[src/rtl/zbus_pkg.sv]
package zbus_pkg;
  typedef enum logic [1:0] {
    OP_FETCH = 2'd0,
    OP_READ  = 2'd1,
    OP_WRITE = 2'd2,
    OP_READ2 = 2'd3
  } op_e;

  typedef enum logic [1:0] {
    K_FETCH = 2'd0,
    K_READ  = 2'd1,
    K_WRITE = 2'd2
  } kind_e;

  typedef enum logic [2:0] {
    S_IDLE = 3'd0,
    S_T1   = 3'd1,
    S_T2   = 3'd2,
    S_TW   = 3'd3,
    S_T3   = 3'd4,
    S_T4   = 3'd5
  } tstate_e;

  function automatic kind_e op_to_kind(input logic [1:0] op);
    case (op)
      2'd0:    return K_FETCH;
      2'd2:    return K_WRITE;
      default: return K_READ;
    endcase
  endfunction
endpackage

[src/rtl/zbus_tstate_fsm.sv]
module zbus_tstate_fsm
  import zbus_pkg::*;
(
  input  logic    clk,
  input  logic    rst_n,
  input  logic    start,
  input  kind_e   start_kind,
  input  logic    wait_hold,
  output tstate_e state,
  output kind_e   kind,
  output logic    last,
  output logic    capture,
  output logic    row_adv
);
  tstate_e nxt;

  always_comb begin
    nxt = state;
    case (state)
      S_IDLE:      nxt = start ? S_T1 : S_IDLE;
      S_T1:        nxt = S_T2;
      S_T2, S_TW:  nxt = wait_hold ? S_TW : S_T3;
      S_T3:        nxt = (kind == K_FETCH) ? S_T4 : (start ? S_T1 : S_IDLE);
      S_T4:        nxt = start ? S_T1 : S_IDLE;
      default:     nxt = S_IDLE;
    endcase
  end

  always_ff @(posedge clk or negedge rst_n) begin
    if (!rst_n) begin
      state <= S_IDLE;
      kind  <= K_READ;
    end else begin
      state <= nxt;
      if (start) kind <= start_kind;
    end
  end

  assign last    = (state == S_T4) || ((state == S_T3) && (kind != K_FETCH));
  assign capture = ((state == S_T2) || (state == S_TW)) && !wait_hold && (kind != K_WRITE);
  assign row_adv = (state == S_T4);

  // a low wait sample keeps the cycle in a wait state
  a_r5_wait_extends: assert property (@(posedge clk) disable iff (!rst_n)
    ((state == S_T2) || (state == S_TW)) && wait_hold |=> state == S_TW);
  // a high sample leaves the wait state for T3
  a_r5_wait_release: assert property (@(posedge clk) disable iff (!rst_n)
    (state == S_TW) && !wait_hold |=> state == S_T3);
  // a fetch always continues into T4
  a_r3_fetch_has_t4: assert property (@(posedge clk) disable iff (!rst_n)
    (state == S_T3) && (kind == K_FETCH) |=> state == S_T4);
endmodule

[src/rtl/zbus_datapath.sv]
module zbus_datapath #(
  parameter int ADDR_W = 16,
  parameter int DATA_W = 8
) (
  input  logic              clk,
  input  logic              rst_n,
  input  logic              start,
  input  logic [ADDR_W-1:0] cmd_addr,
  input  logic [DATA_W-1:0] cmd_wdata,
  input  logic              capture,
  input  logic [DATA_W-1:0] din,
  input  logic              wait_n,
  output logic [ADDR_W-1:0] addr_q,
  output logic [DATA_W-1:0] wdata_q,
  output logic [DATA_W-1:0] rdata_q,
  output logic              wait_hold
);
  always_ff @(posedge clk or negedge rst_n) begin
    if (!rst_n) begin
      addr_q  <= '0;
      wdata_q <= '0;
      rdata_q <= '0;
    end else begin
      if (start) begin
        addr_q  <= cmd_addr;
        wdata_q <= cmd_wdata;
      end
      if (capture) rdata_q <= din;
    end
  end

  // wait line taken on the falling edge, mid T-state
  always_ff @(negedge clk or negedge rst_n) begin
    if (!rst_n) wait_hold <= 1'b0;
    else        wait_hold <= ~wait_n;
  end

  // captured byte only changes on a capture edge
  a_r6_rdata_holds: assert property (@(posedge clk) disable iff (!rst_n)
    !capture |=> $stable(rdata_q));
endmodule

[src/rtl/zbus_refresh_row.sv]
module zbus_refresh_row #(
  parameter int ROW_W = 7
) (
  input  logic             clk,
  input  logic             rst_n,
  input  logic             adv,
  output logic [ROW_W-1:0] row
);
  always_ff @(posedge clk or negedge rst_n) begin
    if (!rst_n)   row <= '0;
    else if (adv) row <= row + 1'b1;
  end

  // row is untouched outside the refresh advance
  a_r8_row_hold: assert property (@(posedge clk) disable iff (!rst_n)
    !adv |=> $stable(row));
endmodule

[src/rtl/zbus_sequencer.sv]
module zbus_sequencer
  import zbus_pkg::*;
#(
  parameter int ADDR_W = 16,
  parameter int DATA_W = 8,
  parameter int ROW_W  = 7
) (
  input  logic              clk,
  input  logic              rst_n,
  input  logic              cmd_valid,
  output logic              cmd_ready,
  input  logic [1:0]        cmd_op,
  input  logic [ADDR_W-1:0] cmd_addr,
  input  logic [DATA_W-1:0] cmd_wdata,
  output logic              rsp_valid,
  output logic [DATA_W-1:0] rsp_rdata,
  output logic [ADDR_W-1:0] addr,
  output logic [DATA_W-1:0] dout,
  input  logic [DATA_W-1:0] din,
  output logic              d_oe,
  output logic              mreq_n,
  output logic              rd_n,
  output logic              wr_n,
  output logic              m1_n,
  output logic              rfsh_n,
  input  logic              wait_n
);
  localparam int PAD_W = ADDR_W - ROW_W;

  tstate_e           state;
  kind_e             kind;
  logic              last, capture, row_adv, wait_hold, start;
  logic [ADDR_W-1:0] addr_q;
  logic [DATA_W-1:0] wdata_q, rdata_q;
  logic [ROW_W-1:0]  row;
  logic              in_addr_ph, in_strobe_ph, in_refresh;

  assign cmd_ready = (state == S_IDLE) || last;
  assign start     = cmd_valid && cmd_ready;

  zbus_tstate_fsm u_fsm (
    .clk(clk), .rst_n(rst_n), .start(start), .start_kind(op_to_kind(cmd_op)),
    .wait_hold(wait_hold), .state(state), .kind(kind), .last(last),
    .capture(capture), .row_adv(row_adv)
  );

  zbus_datapath #(.ADDR_W(ADDR_W), .DATA_W(DATA_W)) u_dp (
    .clk(clk), .rst_n(rst_n), .start(start), .cmd_addr(cmd_addr),
    .cmd_wdata(cmd_wdata), .capture(capture), .din(din), .wait_n(wait_n),
    .addr_q(addr_q), .wdata_q(wdata_q), .rdata_q(rdata_q), .wait_hold(wait_hold)
  );

  zbus_refresh_row #(.ROW_W(ROW_W)) u_row (
    .clk(clk), .rst_n(rst_n), .adv(row_adv), .row(row)
  );

  assign in_addr_ph   = (state == S_T1) || (state == S_T2) || (state == S_TW);
  assign in_strobe_ph = (state == S_T2) || (state == S_TW);
  assign in_refresh   = (kind == K_FETCH) && ((state == S_T3) || (state == S_T4));

  assign addr   = in_refresh ? {{PAD_W{1'b0}}, row} : addr_q;
  assign mreq_n = !(in_addr_ph || (state == S_T3));
  assign rd_n   = !((kind != K_WRITE) && in_addr_ph || (kind == K_READ) && (state == S_T3));
  assign wr_n   = !((kind == K_WRITE) && in_strobe_ph);
  assign m1_n   = !((kind == K_FETCH) && in_addr_ph);
  assign rfsh_n = !in_refresh;
  assign d_oe   = (kind == K_WRITE) && (in_addr_ph || (state == S_T3));
  assign dout   = wdata_q;

  assign rsp_valid = last;
  assign rsp_rdata = rdata_q;

  // never drive the data lines while reading
  a_r10_oe_not_read: assert property (@(posedge clk) disable iff (!rst_n)
    d_oe |-> rd_n);
  // a read strobe is always accompanied by memory request
  a_r4_rd_with_mreq: assert property (@(posedge clk) disable iff (!rst_n)
    !rd_n |-> !mreq_n);
  // read and write strobes are never low together
  a_r9_one_strobe: assert property (@(posedge clk) disable iff (!rst_n)
    !(!rd_n && !wr_n));
  // refresh excludes fetch marker and read strobe
  a_r7_rfsh_alone: assert property (@(posedge clk) disable iff (!rst_n)
    !rfsh_n |-> (m1_n && rd_n));
  // an accepted request opens T1 on the next cycle
  a_r2_accept_t1: assert property (@(posedge clk) disable iff (!rst_n)
    cmd_valid && cmd_ready |=> !mreq_n && !cmd_ready);
endmodule

[config.mk]
export PLATFORM = sky130hd
export DESIGN_NAME = zbus_sequencer
export DESIGN_NICKNAME = d
export VERILOG_FILES = /design/src/rtl/zbus_pkg.sv /design/src/rtl/zbus_tstate_fsm.sv /design/src/rtl/zbus_datapath.sv /design/src/rtl/zbus_refresh_row.sv /design/src/rtl/zbus_sequencer.sv
export SDC_FILE = /design/constraint.sdc
export NUM_CORES = 1
export LEC_CHECK = 0
export BUFFER_PORTS_ARGS = -buffer_cell sky130_fd_sc_hd__clkbuf_2
export CORE_ASPECT_RATIO = 1.4
export CORE_MARGIN = 2
export CORE_UTILIZATION = 48
export CTS_CLUSTER_DIAMETER = 60
export DETAILED_ROUTE_END_ITERATION = 8
export PLACE_DENSITY_LB_ADDON = 0.3
export SLEW_MARGIN = 20
export SYNTH_ARGS = -nofsm -noshare
export SYNTH_HDL_FRONTEND = slang
export SYNTH_SLANG_ARGS = --single-unit
export TNS_END_PERCENT = 1
[constraint.sdc]
create_clock -name clk -period 2.05 [get_ports clk]
set_clock_uncertainty 0.1 [all_clocks]
set_input_delay 0.3075 -clock clk [delete_from_list [all_inputs] [get_ports clk]]
set_output_delay 0.3075 -clock clk [all_outputs]
set_load 0.01 [all_outputs]
==> results of run 1 <==
## worst paths after layout
path,slack (ns),end,cells past startpoint,start
setup reg to reg,-0.20,u_dp.rdata_q[7],3,u_dp.wait_hold
min in group clk,0.13,u_dp.addr_q[10],2,cmd_addr[10]
hold / removal,0.04,u_row.row[2],2,rst_n
max in group asynchronous,1.11,u_dp.wait_hold,1,rst_n
hold reg to reg,0.37,u_row.row[6],1,u_row.row[6]
setup / recovery,-0.20,u_dp.rdata_q[7],3,u_dp.wait_hold
## logic make-up (layout without fill, tap and decap cells)
kind of cell | after synthesis | count (layout) | synth area share (%)
simple gates | 39 | 39 | 12.34
fa+ha+maj | 1 | 1 | 0.6199
compound gates | 5 | 5 | 1.674
mux | 42 | 42 | 23.43
flops | 45 | 45 | 55.86
xor+xnor | 7 | 7 | 3.038
buf+inv | 10 | 98 | 3.037
## cell type report
type	count	area (um^2)
Fill cell	339	1361
Sequential cell	45	1127
Multi-Input combinational cell	94	867.1
Timing Repair Buffer	87	467.9
Clock buffer	7	86.33
Tap cell	43	53.80
Inverter	4	22.52
## repair_timing
action | 4_1_cts | 5_1_grt
endpoints found under the hold margin | 0 | 0
gates resized for setup | 4 | 12
pin swaps | 1 | 0
setup endpoints to repair | 24 | 25
## synth_stat cells, types with 2 or more instances
library cell	instances
sky130_fd_sc_hd__nand2b_1	2
sky130_fd_sc_hd__xnor2_1	2
sky130_fd_sc_hd__buf_6	3
sky130_fd_sc_hd__or2_2	2
sky130_fd_sc_hd__clkbuf_1	2
sky130_fd_sc_hd__nand2_1	4
sky130_fd_sc_hd__dfrtp_1	43
sky130_fd_sc_hd__nor2b_1	4
sky130_fd_sc_hd__xor2_1	5
sky130_fd_sc_hd__nand3b_1	2
sky130_fd_sc_hd__mux2_2	23
sky130_fd_sc_hd__a21oi_1	2
sky130_fd_sc_hd__nor3_1	3
sky130_fd_sc_hd__and2_1	10
sky130_fd_sc_hd__mux2_1	19
sky130_fd_sc_hd__nor2_1	6
sky130_fd_sc_hd__inv_1	3
## metrics by stage
stage / utilization, % / hold WS, ns
detailed placement: 62.37 / 0.3538
finish: 65.85 / 0.03926
CTS: 64.78 / 0.05489
global route: 65.85 / 0.08353
global placement: 62.37 / 0.3553
floorplan: - / -0.08809
## routing by layer
layer	vias to the layer above	GRT usage, %	wire length [um]
met5	-	0	0
met1	721	20.36	1505
met4	0	8.864	57
li1	685	-	-
met3	6	3.704	212
met2	46	34.11	2224
## sequential cells by signal, summed over array words and instances (netlist names)
| name | flops |
|---|---|
| u_fsm.kind | 2 |
| u_fsm.state | 3 |
| u_dp.wait_hold | 1 |
| u_dp.rdata_q | 8 |
| u_dp.addr_q | 16 |
| u_dp.wdata_q | 8 |
| u_row.row | 7 |
## power breakdown
part | internal (mW) | total (mW) | switching (mW)
registers | 1.30 | 1.54 | 0.248
clock network | 0.267 | 0.538 | 0.271
logic | 0.998 | 1.85 | 0.851
==> flow_summary.html, run 1 <==
<table>
<tr><th>Metric</th><th>Value</th></tr>
<tr><th colspan="2">Worst setup path</th></tr>
<tr><td>Required time of the worst setup path</td><td>2.13 ns</td></tr>
<tr><td>Combined buffer and inverter count along the critical path</td><td>1</td></tr>
<tr><td>CP peak stage delay</td><td>0.40 ns</td></tr>
<tr><td>Category of the critical setup timing path</td><td>reg2reg</td></tr>
<tr><td>CP Launch Type</td><td>flip-flop</td></tr>
<tr><td>CP Cell Sequence</td><td>nand3b_1, buf_6, mux2_4</td></tr>
<tr><td>CP Data Arrival Time</td><td>2.33 ns</td></tr>
<tr><td>CP Capture Type</td><td>flip-flop</td></tr>
<tr><td>Worst-path cell with the longest stage delay</td><td>sky130_fd_sc_hd__dfrtn_1</td></tr>
<tr><td>Cell family with most CP delay</td><td>flip-flops</td></tr>
<tr><td>Critical Path Fanout Max</td><td>4</td></tr>
<tr><th colspan="2">Status</th></tr>
<tr><td>Failing checks</td><td>design-rule violations, negative setup slack</td></tr>
<tr><td>Outcome</td><td>finished with violations</td></tr>
<tr><th colspan="2">Placed design</th></tr>
<tr><td>Place WS</td><td>-0.1798 ns</td></tr>
<tr><td>Detailed-placement wirelength estimate</td><td>3.004 mm</td></tr>
<tr><td>Placed Cells incl. Taps</td><td>273</td></tr>
<tr><td>Gpl congestion</td><td>0.7360</td></tr>
<tr><td>Placement Cell Area</td><td>2486 um^2</td></tr>
<tr><td>Total of buffers placed on input and output ports</td><td>77</td></tr>
<tr><th colspan="2">Clock tree</th></tr>
<tr><td>Deepest level of the CTS H-tree</td><td>2</td></tr>
<tr><td>Clock tree from TritonCTS</td><td>yes</td></tr>
<tr><td>Cell at the root of the clock tree</td><td>sky130_fd_sc_hd__clkbuf_8</td></tr>
<tr><td>Clock sink total</td><td>45</td></tr>
<tr><td>Number of buffers inserted to repair setup after CTS</td><td>0</td></tr>
<tr><td>Maximum count of clock buffers along a single path</td><td>2</td></tr>
<tr><td>CTS Hold Bufs</td><td>0</td></tr>
<tr><td>CTS clk-pin slew, worst paths</td><td>0.08 ns</td></tr>
<tr><td>Insertion delay of the later-clocked pin in the worst-skew pair</td><td>0.29 ns</td></tr>
<tr><td>Number of buffers inserted during clock tree synthesis</td><td>5</td></tr>
<tr><th colspan="2">Logic synthesis</th></tr>
<tr><td>Number of warnings printed during yosys synthesis</td><td>0</td></tr>
<tr><td>Number of cells produced by synthesis</td><td>149</td></tr>
<tr><td>Post-synth EDFFs</td><td>0</td></tr>
<tr><td>FFs w/ async S/R, synth</td><td>100.0%</td></tr>
<tr><td>Main synth FF type</td><td>sky130_fd_sc_hd__dfrtp_1</td></tr>
<tr><td>Synth Register Bits</td><td>45</td></tr>
<tr><td>Area share of the largest cell type after synthesis</td><td>53.32%</td></tr>
<tr><td>Synth top area cells</td><td>sky130_fd_sc_hd__dfrtp_1, sky130_fd_sc_hd__mux2_2, sky130_fd_sc_hd__mux2_1</td></tr>
<tr><td>Synthesized area per cell</td><td>13.54 um^2</td></tr>
<tr><td>Number of nets produced by synthesis</td><td>188</td></tr>
<tr><td>Post-synthesis cell area</td><td>2018 um^2</td></tr>
<tr><td>Most area-hungry cell type in the Yosys netlist</td><td>sky130_fd_sc_hd__dfrtp_1</td></tr>
<tr><td>Share of the yosys chip area belonging to registers</td><td>55.86%</td></tr>
<tr><td>Count of distinct cell types in the synthesized netlist</td><td>31</td></tr>
<tr><th colspan="2">Timing</th></tr>
<tr><td>Worst slew margin relative to its limit</td><td>63.61%</td></tr>
<tr><td>Setup repair after global routing missed its margin</td><td>true</td></tr>
<tr><td>Final setup violation count</td><td>8</td></tr>
<tr><td>Hold Vio Cnt, Final</td><td>0</td></tr>
<tr><td>Final count of pins violating max slew</td><td>0</td></tr>
<tr><td>Fin worst setup slack</td><td>-0.1987 ns</td></tr>
<tr><td>Total negative setup slack</td><td>-1.543 ns</td></tr>
<tr><td>Least-Margin Pin Slew</td><td>0.5459 ns</td></tr>
<tr><th colspan="2">Final layout</th></tr>
<tr><td>Syn-to-layout area delta</td><td>30.07%</td></tr>
<tr><td>Non-filler cells, final</td><td>280</td></tr>
<tr><td>Area of all placed cells without fillers</td><td>2625 um^2</td></tr>
<tr><td>Top library cells by usage in the layout, fill and taps aside</td><td>sky130_fd_sc_hd__clkbuf_2, sky130_fd_sc_hd__dfrtp_1, sky130_fd_sc_hd__mux2_1, sky130_fd_sc_hd__mux2_2, sky130_fd_sc_hd__and2_1</td></tr>
<tr><td>Diode count</td><td>0</td></tr>
<tr><td>Fraction of layout cells with a size suffix above 1</td><td>52.74%</td></tr>
<tr><td>Final #Nets</td><td>276</td></tr>
<tr><td>Most frequent standard cell in the layout excluding fill and tap cells</td><td>sky130_fd_sc_hd__clkbuf_2</td></tr>
<tr><th colspan="2">Die</th></tr>
<tr><td>Starting density of the core</td><td>50.63%</td></tr>
<tr><td>CORE AREA</td><td>3986 um^2</td></tr>
<tr><td>Top-Level Pins</td><td>78</td></tr>
<tr><td>Die Y</td><td>80.72 um</td></tr>
<tr><td>FP Rows</td><td>27</td></tr>
<tr><td>Die boundary width</td><td>58.80 um</td></tr>
<tr><td>Die Area</td><td>4746 um^2</td></tr>
<tr><th colspan="2">Drt</th></tr>
<tr><td>Total via count after detailed routing</td><td>1,458</td></tr>
<tr><td>Number of design rule violations left after detail routing</td><td>4</td></tr>
<tr><td>Total wire length after detailed routing</td><td>4.000 mm</td></tr>
<tr><td>Count of nets left with antenna violations after detail routing</td><td>0</td></tr>
<tr><td>Starting DRT DRC Count</td><td>42</td></tr>
<tr><td>Via density per instance</td><td>5.207</td></tr>
<tr><td>Routed length per placed instance</td><td>14.29 um</td></tr>
<tr><td>First drt pass iteration count</td><td>6</td></tr>
<tr><th colspan="2">Power</th></tr>
<tr><td>Leak Pwr</td><td>1.335 nW</td></tr>
<tr><td>Peak supply drop</td><td>0.9502 mV</td></tr>
<tr><td>Total power of the final layout</td><td>3.931 mW</td></tr>
<tr><td>Power per cell area</td><td>1498 nW/um^2</td></tr>
<tr><th colspan="2">Global route</th></tr>
<tr><td>Via count of the first global-routing pass</td><td>1,571</td></tr>
<tr><td>Overflow after GRT</td><td>0</td></tr>
<tr><td>Largest net degree at the start of global routing</td><td>45</td></tr>
<tr><td>Global-route wire length before repair</td><td>6.720 mm</td></tr>
<tr><td>Global-route total usage across every layer</td><td>18.78%</td></tr>
<tr><td>Number of antenna violations at the first check in global routing</td><td>0</td></tr>
<tr><th colspan="2">Flow run</th></tr>
<tr><td>Number of violations of the max-capacitance limit</td><td>0</td></tr>
<tr><th colspan="2">Min path</th></tr>
<tr><td>HP Class</td><td>in2async</td></tr>
</table>
No activity file was read; power rests on OpenSTA's default activity.
==> inputs of run 2 (changes only) <==
Settings changed: BUFFER_PORTS_ARGS -buffer_cell sky130_fd_sc_hd__clkbuf_2 to -buffer_cell sky130_fd_sc_hd__buf_2, PLACE_DENSITY set to 0.79, PLACE_DENSITY_LB_ADDON 0.3 to not set.
==> run 2 against run 1 <==
Compared with the run above:
- the run still ends with design-rule violations, negative setup slack left
- power increased by 3.1%
- sequential power is essentially flat
- worst hold slack got worse by 0.012 ns
- non-clock buffer count decreased by 1
- clock power increased by 2%
- design area grew 2.1%
- first-iteration DRC count down 7.1%
- combinational power increased by 5%
- largest cell class unchanged
- wire length is 1.7% higher
- via count about the same
- final cell count stayed put
- global-route usage barely moved
==> flow_summary.html, run 2 (synthesis results as in run 1) <==
<table>
<tr><th>Metric</th><th>Value</th></tr>
<tr><th colspan="2">Drt</th></tr>
<tr><td>Count of nets left with antenna violations after detail routing</td><td>0 (unchanged)</td></tr>
<tr><td>Total via count after detailed routing</td><td>1,457 (-0.069%)</td></tr>
<tr><td>Starting DRT DRC Count</td><td>39 (-7.1%)</td></tr>
<tr><td>Number of design rule violations left after detail routing</td><td>6 (+2)</td></tr>
<tr><td>First drt pass iteration count</td><td>6 (unchanged)</td></tr>
<tr><td>Total wire length after detailed routing</td><td>4.068 mm (+1.7%)</td></tr>
<tr><td>Routed length per placed instance</td><td>14.53 um (+1.7%)</td></tr>
<tr><td>Via density per instance</td><td>5.204 (about the same)</td></tr>
<tr><th colspan="2">Clock tree</th></tr>
<tr><td>Clock tree from TritonCTS</td><td>yes</td></tr>
<tr><td>CTS clk-pin slew, worst paths</td><td>0.08 ns (about the same)</td></tr>
<tr><td>Clock sink total</td><td>45 (unchanged)</td></tr>
<tr><td>Deepest level of the CTS H-tree</td><td>2 (unchanged)</td></tr>
<tr><td>Maximum count of clock buffers along a single path</td><td>2 (unchanged)</td></tr>
<tr><td>Number of buffers inserted during clock tree synthesis</td><td>5 (unchanged)</td></tr>
<tr><td>CTS Hold Bufs</td><td>0 (unchanged)</td></tr>
<tr><td>Insertion delay of the later-clocked pin in the worst-skew pair</td><td>0.29 ns (about the same)</td></tr>
<tr><td>Cell at the root of the clock tree</td><td>sky130_fd_sc_hd__clkbuf_8</td></tr>
<tr><th colspan="2">Timing</th></tr>
<tr><td>Final setup violation count</td><td>12 (+4)</td></tr>
<tr><td>Least-Margin Pin Slew</td><td>0.5436 ns (-0.002362 ns)</td></tr>
<tr><td>Final count of pins violating max slew</td><td>0 (unchanged)</td></tr>
<tr><td>Fin worst setup slack</td><td>-0.2223 ns (-0.02357 ns)</td></tr>
<tr><td>Hold Vio Cnt, Final</td><td>0 (unchanged)</td></tr>
<tr><td>Worst slew margin relative to its limit</td><td>63.76% (+0.16 points)</td></tr>
<tr><td>Hold Slack</td><td>0.02696 ns (-0.01230 ns)</td></tr>
<tr><td>Setup repair after global routing missed its margin</td><td>true</td></tr>
<tr><th colspan="2">Worst setup path</th></tr>
<tr><td>Depth of the worst register-to-register path</td><td>3 (unchanged)</td></tr>
<tr><td>Category of the critical setup timing path</td><td>reg2reg</td></tr>
<tr><td>CP Data Arrival Time</td><td>2.34 ns (about the same)</td></tr>
<tr><td>Endpoint of the worst register-to-register path</td><td>u_dp.rdata_q[5]</td></tr>
<tr><td>Reg2Reg Launch Point</td><td>u_dp.wait_hold</td></tr>
<tr><td>CP Capture Type</td><td>flip-flop</td></tr>
<tr><td>Worst reg-to-reg setup slack</td><td>-0.22 ns (-0.02 ns)</td></tr>
<tr><td>CP Launch Type</td><td>flip-flop</td></tr>
<tr><td>Critical Path Fanout Max</td><td>8 (+4)</td></tr>
<tr><td>Required time of the worst setup path</td><td>2.12 ns (about the same)</td></tr>
<tr><th colspan="2">Global route</th></tr>
<tr><td>Via count of the first global-routing pass</td><td>1,512 (-3.8%)</td></tr>
<tr><td>Number of antenna violations at the first check in global routing</td><td>0 (unchanged)</td></tr>
<tr><td>Global-route total usage across every layer</td><td>18.77% (about the same)</td></tr>
<tr><td>Overflow after GRT</td><td>0 (unchanged)</td></tr>
<tr><td>Global-route wire length before repair</td><td>6.651 mm (-1.0%)</td></tr>
<tr><td>Largest net degree at the start of global routing</td><td>45 (unchanged)</td></tr>
<tr><th colspan="2">Placed design</th></tr>
<tr><td>Detailed-placement wirelength estimate</td><td>2.928 mm (-2.5%)</td></tr>
<tr><td>Placement Cell Area</td><td>2496 um^2 (+0.40%)</td></tr>
<tr><td>Total of buffers placed on input and output ports</td><td>77 (unchanged)</td></tr>
<tr><td>Gpl congestion</td><td>0.7340 (-0.27%)</td></tr>
<tr><th colspan="2">Final layout</th></tr>
<tr><td>Max reg flops</td><td>16 (unchanged)</td></tr>
<tr><td>Top library cells by usage in the layout, fill and taps aside</td><td>sky130_fd_sc_hd__buf_2, sky130_fd_sc_hd__dfrtp_1, sky130_fd_sc_hd__mux2_1, sky130_fd_sc_hd__mux2_4, sky130_fd_sc_hd__mux2_2</td></tr>
<tr><td>Number of fillers in the final layout</td><td>343 (+1.2%)</td></tr>
<tr><td>Area used by multi-input combinational logic</td><td>879.6 um^2 (+1.4%)</td></tr>
<tr><td>Registers with the most flip-flops</td><td>u_dp.addr_q: 16 flops, u_dp.rdata_q: 8 flops, u_dp.wdata_q: 8 flops</td></tr>
<tr><td>Syn-to-layout area delta</td><td>32.86%</td></tr>
<tr><td>Diode count</td><td>0 (unchanged)</td></tr>
<tr><td>Fraction of layout cells with a size suffix above 1</td><td>52.32% (-0.42 points)</td></tr>
<tr><td>Storage element area</td><td>1129 um^2 (+0.11%)</td></tr>
<tr><td>Most frequent standard cell in the layout excluding fill and tap cells</td><td>sky130_fd_sc_hd__buf_2</td></tr>
<tr><td>Largest register by flop count</td><td>u_dp.addr_q</td></tr>
<tr><td>Final #Nets</td><td>275 (-0.36%)</td></tr>
<tr><td>Area of all placed cells without fillers</td><td>2681 um^2 (+2.1%)</td></tr>
<tr><th colspan="2">Die</th></tr>
<tr><td>Die Y</td><td>80.72 um (unchanged)</td></tr>
<tr><td>FP Rows</td><td>27 (unchanged)</td></tr>
<tr><td>CORE AREA</td><td>3986 um^2 (unchanged)</td></tr>
<tr><td>Die boundary width</td><td>58.80 um (unchanged)</td></tr>
<tr><td>Starting density of the core</td><td>50.63% (unchanged)</td></tr>
<tr><td>Top-Level Pins</td><td>78 (unchanged)</td></tr>
<tr><td>Die Area</td><td>4746 um^2 (unchanged)</td></tr>
<tr><th colspan="2">Power</th></tr>
<tr><td>Leak Pwr</td><td>1.351 nW (+1.2%)</td></tr>
<tr><td>Peak supply drop</td><td>0.8062 mV (-15%)</td></tr>
<tr><td>Power per cell area</td><td>1512 nW/um^2 (+0.95%)</td></tr>
<tr><th colspan="2">Status</th></tr>
<tr><td>Outcome</td><td>finished with violations</td></tr>
<tr><td>Failing checks</td><td>design-rule violations, negative setup slack</td></tr>
<tr><th colspan="2">Min path</th></tr>
<tr><td>HP Class</td><td>in2async</td></tr>
<tr><th colspan="2">Flow run</th></tr>
<tr><td>Number of violations of the max-capacitance limit</td><td>0 (unchanged)</td></tr>
</table>
-- run 2: cell count changes in the layout (fill, tap and decap cells not counted), sizes merged --
| cell | delta |
|---|---|
| buf | +76 |
| clkbuf | -76 |
-- run 2: worst max path at each step --
| stage | from | end | slack [ns] | cells after the start |
|---|---|---|---|---|
| finish | u_dp.wait_hold | u_dp.rdata_q[5] | -0.22 | 3 |
| global route | u_dp.wait_hold | u_dp.rdata_q[5] | -0.25 | 3 |
| CTS | u_dp.wait_hold | u_dp.rdata_q[5] | -0.21 | 3 |
| detailed placement | u_dp.wait_hold | u_dp.rdata_q[5] | -0.22 | 3 |
| global placement | u_dp.wait_hold | u_dp.rdata_q[1] | -0.18 | 3 |
| floorplan | u_dp.wait_hold | u_dp.rdata_q[0] | -0.24 | 2 |
-- run 2: what timing repair did --
action | in CTS | in global routing
cloned | 0 | 0
resized for setup | 22 | 1
endpoints found under the setup margin | 25 | 26
pin swaps | 1 | 1
setup buffers | 1 | 0
-- run 2: critical path, cell delays in order, from the launching register on --
cell,delay [ns]
sky130_fd_sc_hd__dfrtn_1,0.33
sky130_fd_sc_hd__nand3b_1,0.21
sky130_fd_sc_hd__buf_12,0.18
sky130_fd_sc_hd__mux2_4,0.30
-- run 2: cell type report --
cell class | instances | share of cell area [%]
flip-flops and latches | 45 | 42.09
multi-input cells | 94 | 32.80
repair buffers | 86 | 18.90
clock buffers | 8 | 3.360
well taps | 43 | 2.007
inverters | 4 | 0.8399
-- run 2: power by group --
| part | internal, mW | switching, mW | total (mW) |
|---|---|---|---|
| logic | 1.09 | 0.848 | 1.94 |
| registers | 1.30 | 0.271 | 1.57 |
| clock network | 0.275 | 0.272 | 0.547 |
-- run 2: stage by stage --
stage               setup slack, ns  TNS (ns)  instances  utilization (%)  power [mW]
floorplan                   -0.2446    -1.957        149                -       2.659
global placement            -0.1778    -1.416        271            62.62       3.285
global route                -0.2464    -3.413        280            67.26       4.333
finish                      -0.2223    -1.822        280            67.26       4.054
CTS                         -0.2149    -1.835        280            67.17       4.102
detailed placement          -0.2227    -1.677        271            62.62       3.350
-- run 2: layer usage --
layer | routed length, um | global-route usage, % | up-vias
li1 | - | - | 682
met1 | 1641 | 21.82 | 716
met2 | 2109 | 31.44 | 55
met3 | 273 | 5.475 | 4
met4 | 43 | 8.636 | 0
met5 | 0 | 0 | -
==> inputs of run 3 (changes only) <==
Settings changed: ABC_AREA set to 1, CORE_UTILIZATION 48 to 49, PLACE_DENSITY 0.79 to 0.8.
==> run 3 against run 2 <==
Compared with the run above:
- the flow now finishes without violations
- worst hold slack got worse by 0.013 ns
- flip-flop and latch count unchanged
- final cell count increased by 39%
- critical path type unchanged
- clock power increased by 43%
- power increased by 3.3%
- register-to-register slack improved by 0.24 ns
- largest cell class unchanged
- critical endpoint is now u_dp.rdata_q[2]
- combinational power decreased by 2%
==> flow_summary.html, run 3 <==
<table>
<tr><th>Metric</th><th>Value</th></tr>
<tr><th colspan="2">Status</th></tr>
<tr><td>Outcome</td><td>complete, no violations</td></tr>
<tr><th colspan="2">Timing</th></tr>
<tr><td>Final setup violation count</td><td>0 (-12)</td></tr>
<tr><td>Total negative setup slack</td><td>0 ns (+1.822 ns)</td></tr>
<tr><td>Fin worst setup slack</td><td>0.02060 ns (+0.2429 ns)</td></tr>
<tr><td>Least-Margin Pin Slew</td><td>0.5380 ns (-0.005594 ns)</td></tr>
<tr><td>Setup repair after global routing missed its margin</td><td>true</td></tr>
<tr><td>Final count of pins violating max slew</td><td>0 (unchanged)</td></tr>
<tr><td>Worst slew margin relative to its limit</td><td>64.14% (+0.37 points)</td></tr>
<tr><td>Hold Vio Cnt, Final</td><td>0 (unchanged)</td></tr>
<tr><th colspan="2">Final layout</th></tr>
<tr><td>Area of all placed cells without fillers</td><td>2683 um^2 (about the same)</td></tr>
<tr><td>Diode count</td><td>0 (unchanged)</td></tr>
<tr><td>Max reg flops</td><td>16 (unchanged)</td></tr>
<tr><td>Registers with the most flip-flops</td><td>u_dp.addr_q: 16 flops, u_dp.rdata_q: 8 flops, u_dp.wdata_q: 8 flops</td></tr>
<tr><td>Largest register by flop count</td><td>u_dp.addr_q</td></tr>
<tr><td>Top library cells by usage in the layout, fill and taps aside</td><td>sky130_fd_sc_hd__nand2_1, sky130_fd_sc_hd__buf_2, sky130_fd_sc_hd__dfrtp_1, sky130_fd_sc_hd__nand3_1, sky130_fd_sc_hd__inv_1</td></tr>
<tr><td>Share of the core filled with cells</td><td>64.35% (-2.9 points)</td></tr>
<tr><td>Fraction of layout cells with a size suffix above 1</td><td>30.43% (-22 points)</td></tr>
<tr><td>Syn-to-layout area delta</td><td>28.54%</td></tr>
<tr><td>Final #Nets</td><td>383 (+39%)</td></tr>
<tr><td>Most frequent standard cell in the layout excluding fill and tap cells</td><td>sky130_fd_sc_hd__nand2_1</td></tr>
<tr><th colspan="2">Worst setup path</th></tr>
<tr><td>Worst-path cell with the longest stage delay</td><td>sky130_fd_sc_hd__dfrtn_1</td></tr>
<tr><td>CP Capture Type</td><td>flip-flop</td></tr>
<tr><td>CP Launch Type</td><td>flip-flop</td></tr>
<tr><td>CP Cell Sequence</td><td>inv_2, nand3_2, nand2_1, o21ai_0</td></tr>
<tr><td>Launching element of the worst setup path</td><td>u_dp.wait_hold</td></tr>
<tr><td>Reg2Reg Launch Point</td><td>u_dp.wait_hold</td></tr>
<tr><td>Worst reg-to-reg setup slack</td><td>0.02 ns (+0.24 ns)</td></tr>
<tr><td>Critical Path Fanout Max</td><td>8 (unchanged)</td></tr>
<tr><td>CP peak stage delay</td><td>0.37 ns (+0.04 ns)</td></tr>
<tr><td>Cell family with most CP delay</td><td>flip-flops</td></tr>
<tr><td>Depth of the worst register-to-register path</td><td>4 (+1)</td></tr>
<tr><td>Required time of the worst setup path</td><td>2.13 ns (about the same)</td></tr>
<tr><td>Combined buffer and inverter count along the critical path</td><td>1 (unchanged)</td></tr>
<tr><td>Category of the critical setup timing path</td><td>reg2reg</td></tr>
<tr><td>Depth of the critical timing path with buffers and inverters included</td><td>4 (+1)</td></tr>
<tr><td>CP Data Arrival Time</td><td>2.11 ns (-0.23 ns)</td></tr>
<tr><th colspan="2">Logic synthesis</th></tr>
<tr><td>Combinational family with the most area after synthesis</td><td>simple AND/OR/NAND/NOR gates</td></tr>
<tr><td>Post-synthesis cell area</td><td>2087 um^2 (+3.4%)</td></tr>
<tr><td>Synth top area cells</td><td>sky130_fd_sc_hd__dfrtp_1, sky130_fd_sc_hd__nand2_1, sky130_fd_sc_hd__nand3_1</td></tr>
<tr><td>Post-synthesis mux area share</td><td>0% (-23 points)</td></tr>
<tr><td>Most frequent cells after synthesis</td><td>sky130_fd_sc_hd__nand2_1, sky130_fd_sc_hd__dfrtp_1, sky130_fd_sc_hd__inv_1, sky130_fd_sc_hd__nand3_1, sky130_fd_sc_hd__nor2_1</td></tr>
<tr><td>Synth Register Bits</td><td>45 (unchanged)</td></tr>
<tr><td>Adder and majority gate portion of the synthesized area</td><td>0.5995% (-0.020 points)</td></tr>
<tr><td>Post-synth EDFFs</td><td>0 (unchanged)</td></tr>
<tr><td>Number of cells produced by synthesis</td><td>263 (+77%)</td></tr>
<tr><td>Fraction of the mapped netlist area in simple logic gates</td><td>30.52% (+18 points)</td></tr>
<tr><td>Compound-gate portion of the synthesized area</td><td>4.077% (+2.4 points)</td></tr>
<tr><td>Share of the yosys chip area belonging to registers</td><td>54.02% (-1.8 points)</td></tr>
<tr><td>Number of warnings printed during yosys synthesis</td><td>0 (unchanged)</td></tr>
<tr><td>Main synth FF type</td><td>sky130_fd_sc_hd__dfrtp_1</td></tr>
<tr><td>Area share of the largest cell type after synthesis</td><td>51.56% (-1.8 points)</td></tr>
<tr><td>Area share of xor/xnor cells in the synthesized design</td><td>1.259% (-1.8 points)</td></tr>
<tr><td>Most area-hungry cell type in the Yosys netlist</td><td>sky130_fd_sc_hd__dfrtp_1</td></tr>
<tr><td>FFs w/ async S/R, synth</td><td>100.0% (unchanged)</td></tr>
<tr><td>Synthesized area per cell</td><td>7.935 um^2 (-41%)</td></tr>
<tr><td>Number of nets produced by synthesis</td><td>302 (+61%)</td></tr>
<tr><td>Most frequently used cell type in the post-synthesis netlist</td><td>sky130_fd_sc_hd__nand2_1</td></tr>
<tr><td>Count of distinct cell types in the synthesized netlist</td><td>22 (-29%)</td></tr>
<tr><th colspan="2">Global route</th></tr>
<tr><td>Largest net degree at the start of global routing</td><td>45 (unchanged)</td></tr>
<tr><td>Number of antenna violations at the first check in global routing</td><td>0 (unchanged)</td></tr>
<tr><td>Overflow after GRT</td><td>0 (unchanged)</td></tr>
<tr><td>Global-route wire length before repair</td><td>7.824 mm (+18%)</td></tr>
<tr><td>Global-route total usage across every layer</td><td>21.29% (+2.5 points)</td></tr>
<tr><td>Via count of the first global-routing pass</td><td>1,801 (+19%)</td></tr>
<tr><th colspan="2">Drt</th></tr>
<tr><td>Via density per instance</td><td>4.931 (-5.2%)</td></tr>
<tr><td>Total wire length after detailed routing</td><td>4.744 mm (+17%)</td></tr>
<tr><td>Uppermost routed layer</td><td>met4</td></tr>
<tr><td>First drt pass iteration count</td><td>4 (-2)</td></tr>
<tr><td>Routed length on met3</td><td>227 um (-17%)</td></tr>
<tr><td>Routed length per placed instance</td><td>12.16 um (-16%)</td></tr>
<tr><td>Number of design rule violations left after detail routing</td><td>0 (-6)</td></tr>
<tr><td>Total via count after detailed routing</td><td>1,923 (+32%)</td></tr>
<tr><td>Starting DRT DRC Count</td><td>71 (+82%)</td></tr>
<tr><td>Sum of routed wire segments on met1</td><td>2.006 mm (+22%)</td></tr>
<tr><td>Count of nets left with antenna violations after detail routing</td><td>0 (unchanged)</td></tr>
<tr><td>Met2 routed wirelength</td><td>2.449 mm (+16%)</td></tr>
<tr><th colspan="2">Clock tree</th></tr>
<tr><td>Insertion delay of the later-clocked pin in the worst-skew pair</td><td>0.29 ns (about the same)</td></tr>
<tr><td>Cell at the root of the clock tree</td><td>sky130_fd_sc_hd__clkbuf_8</td></tr>
<tr><td>CTS Hold Bufs</td><td>0 (unchanged)</td></tr>
<tr><td>Maximum count of clock buffers along a single path</td><td>2 (unchanged)</td></tr>
<tr><td>CTS clk-pin slew, worst paths</td><td>0.08 ns (about the same)</td></tr>
<tr><td>Number of buffers inserted to repair setup after CTS</td><td>0 (-1)</td></tr>
<tr><td>Number of buffers inserted during clock tree synthesis</td><td>5 (unchanged)</td></tr>
<tr><td>Clock tree from TritonCTS</td><td>yes</td></tr>
<tr><td>Clock sink total</td><td>45 (unchanged)</td></tr>
<tr><td>Deepest level of the CTS H-tree</td><td>2 (unchanged)</td></tr>
<tr><th colspan="2">Die</th></tr>
<tr><td>Top-Level Pins</td><td>78 (unchanged)</td></tr>
<tr><td>CORE AREA</td><td>4169 um^2 (+4.6%)</td></tr>
<tr><td>Die Y</td><td>81.22 um (+0.62%)</td></tr>
<tr><td>FP Rows</td><td>28 (+3.7%)</td></tr>
<tr><td>Die Area</td><td>4805 um^2 (+1.2%)</td></tr>
<tr><td>Die boundary width</td><td>59.16 um (+0.60%)</td></tr>
<tr><td>Starting density of the core</td><td>50.06% (-0.57 points)</td></tr>
<tr><th colspan="2">Power</th></tr>
<tr><td>Power per cell area</td><td>1560 nW/um^2 (+3.2%)</td></tr>
<tr><td>Peak supply drop</td><td>0.7244 mV (-10%)</td></tr>
<tr><td>Total power of the final layout</td><td>4.186 mW (+3.3%)</td></tr>
<tr><td>Leak Pwr</td><td>1.574 nW (+17%)</td></tr>
<tr><th colspan="2">Placed design</th></tr>
<tr><td>Gpl congestion</td><td>0.8268 (+13%)</td></tr>
<tr><td>Detailed-placement wirelength estimate</td><td>3.294 mm (+13%)</td></tr>
<tr><td>Total of buffers placed on input and output ports</td><td>77 (unchanged)</td></tr>
<tr><td>Placement Cell Area</td><td>2506 um^2 (+0.40%)</td></tr>
<tr><td>Place WS</td><td>-0.04584 ns (+0.1769 ns)</td></tr>
<tr><th colspan="2">Min path</th></tr>
<tr><td>HP Class</td><td>in2async</td></tr>
<tr><th colspan="2">Flow run</th></tr>
<tr><td>Number of violations of the max-capacitance limit</td><td>0 (unchanged)</td></tr>
</table>
## run 3: area by class of cell
type                            count  area (um^2)
Timing Repair Buffer               82        426.7
Inverter                           37        142.6
Clock buffer                        5        68.82
Multi-Input combinational cell    172        788.3
Fill cell                         384         1486
Sequential cell                    45         1127
Clock inverter                      3        65.06
Timing Repair inverter              1        7.507
Tap cell                           45        56.30
## run 3: worst register-to-register path: stages, from the launching register on
cell and delay [ns]:
sky130_fd_sc_hd__dfrtn_1 0.37, sky130_fd_sc_hd__inv_2 0.11, sky130_fd_sc_hd__nand3_2 0.14, sky130_fd_sc_hd__nand2_1 0.09, sky130_fd_sc_hd__o21ai_0 0.08
## run 3: what timing repair did
action,in CTS,in global routing
setup endpoints to repair,11,22
cloned,0,2
gates resized for setup,2,8
pin swaps,0,1
## run 3: logic make-up after synthesis
kind of cell | count (synthesis)
compound gates | 17
xor+xnor | 3
fa+ha+maj | 1
buf+inv | 47
flops | 45
simple gates | 150
## run 3: worst paths after layout
| check | endpoint |
|---|---|
| max | u_dp.rdata_q[2] |
| min | u_row.row[2] |
| max reg2reg | u_dp.rdata_q[2] |
| min reg2reg | u_dp.wdata_q[1] |
| max in group asynchronous | u_dp.wait_hold |
| min in group clk | u_fsm.kind[0] |
## run 3: layer usage
metal,global-route usage (%),vias to the layer above
met3,3.981,6
met5,0,-
met1,25.03,899
met4,8.182,0
li1,-,963
met2,37.78,55
## run 3: through the flow
stage | std cells | hold slack (ns)
3_5_place_dp | 380 | 0.3531
2_1_floorplan | 263 | -0.08809
4_1_cts | 388 | 0.03274
6_report | 390 | 0.01388
3_3_place_gp | 380 | 0.3500
5_1_grt | 390 | 0.06661
## run 3: report_power, final
| group | switching (mW) | leakage (nW) | internal, mW | total (mW) |
|---|---|---|---|---|
| clock | 0.296 | 0.0681 | 0.484 | 0.780 |
| sequential | 0.232 | 0.564 | 1.27 | 1.51 |
| combinational | 1.19 | 0.941 | 0.710 | 1.90 |
| total | 1.72 | 1.57 | 2.47 | 4.19 |
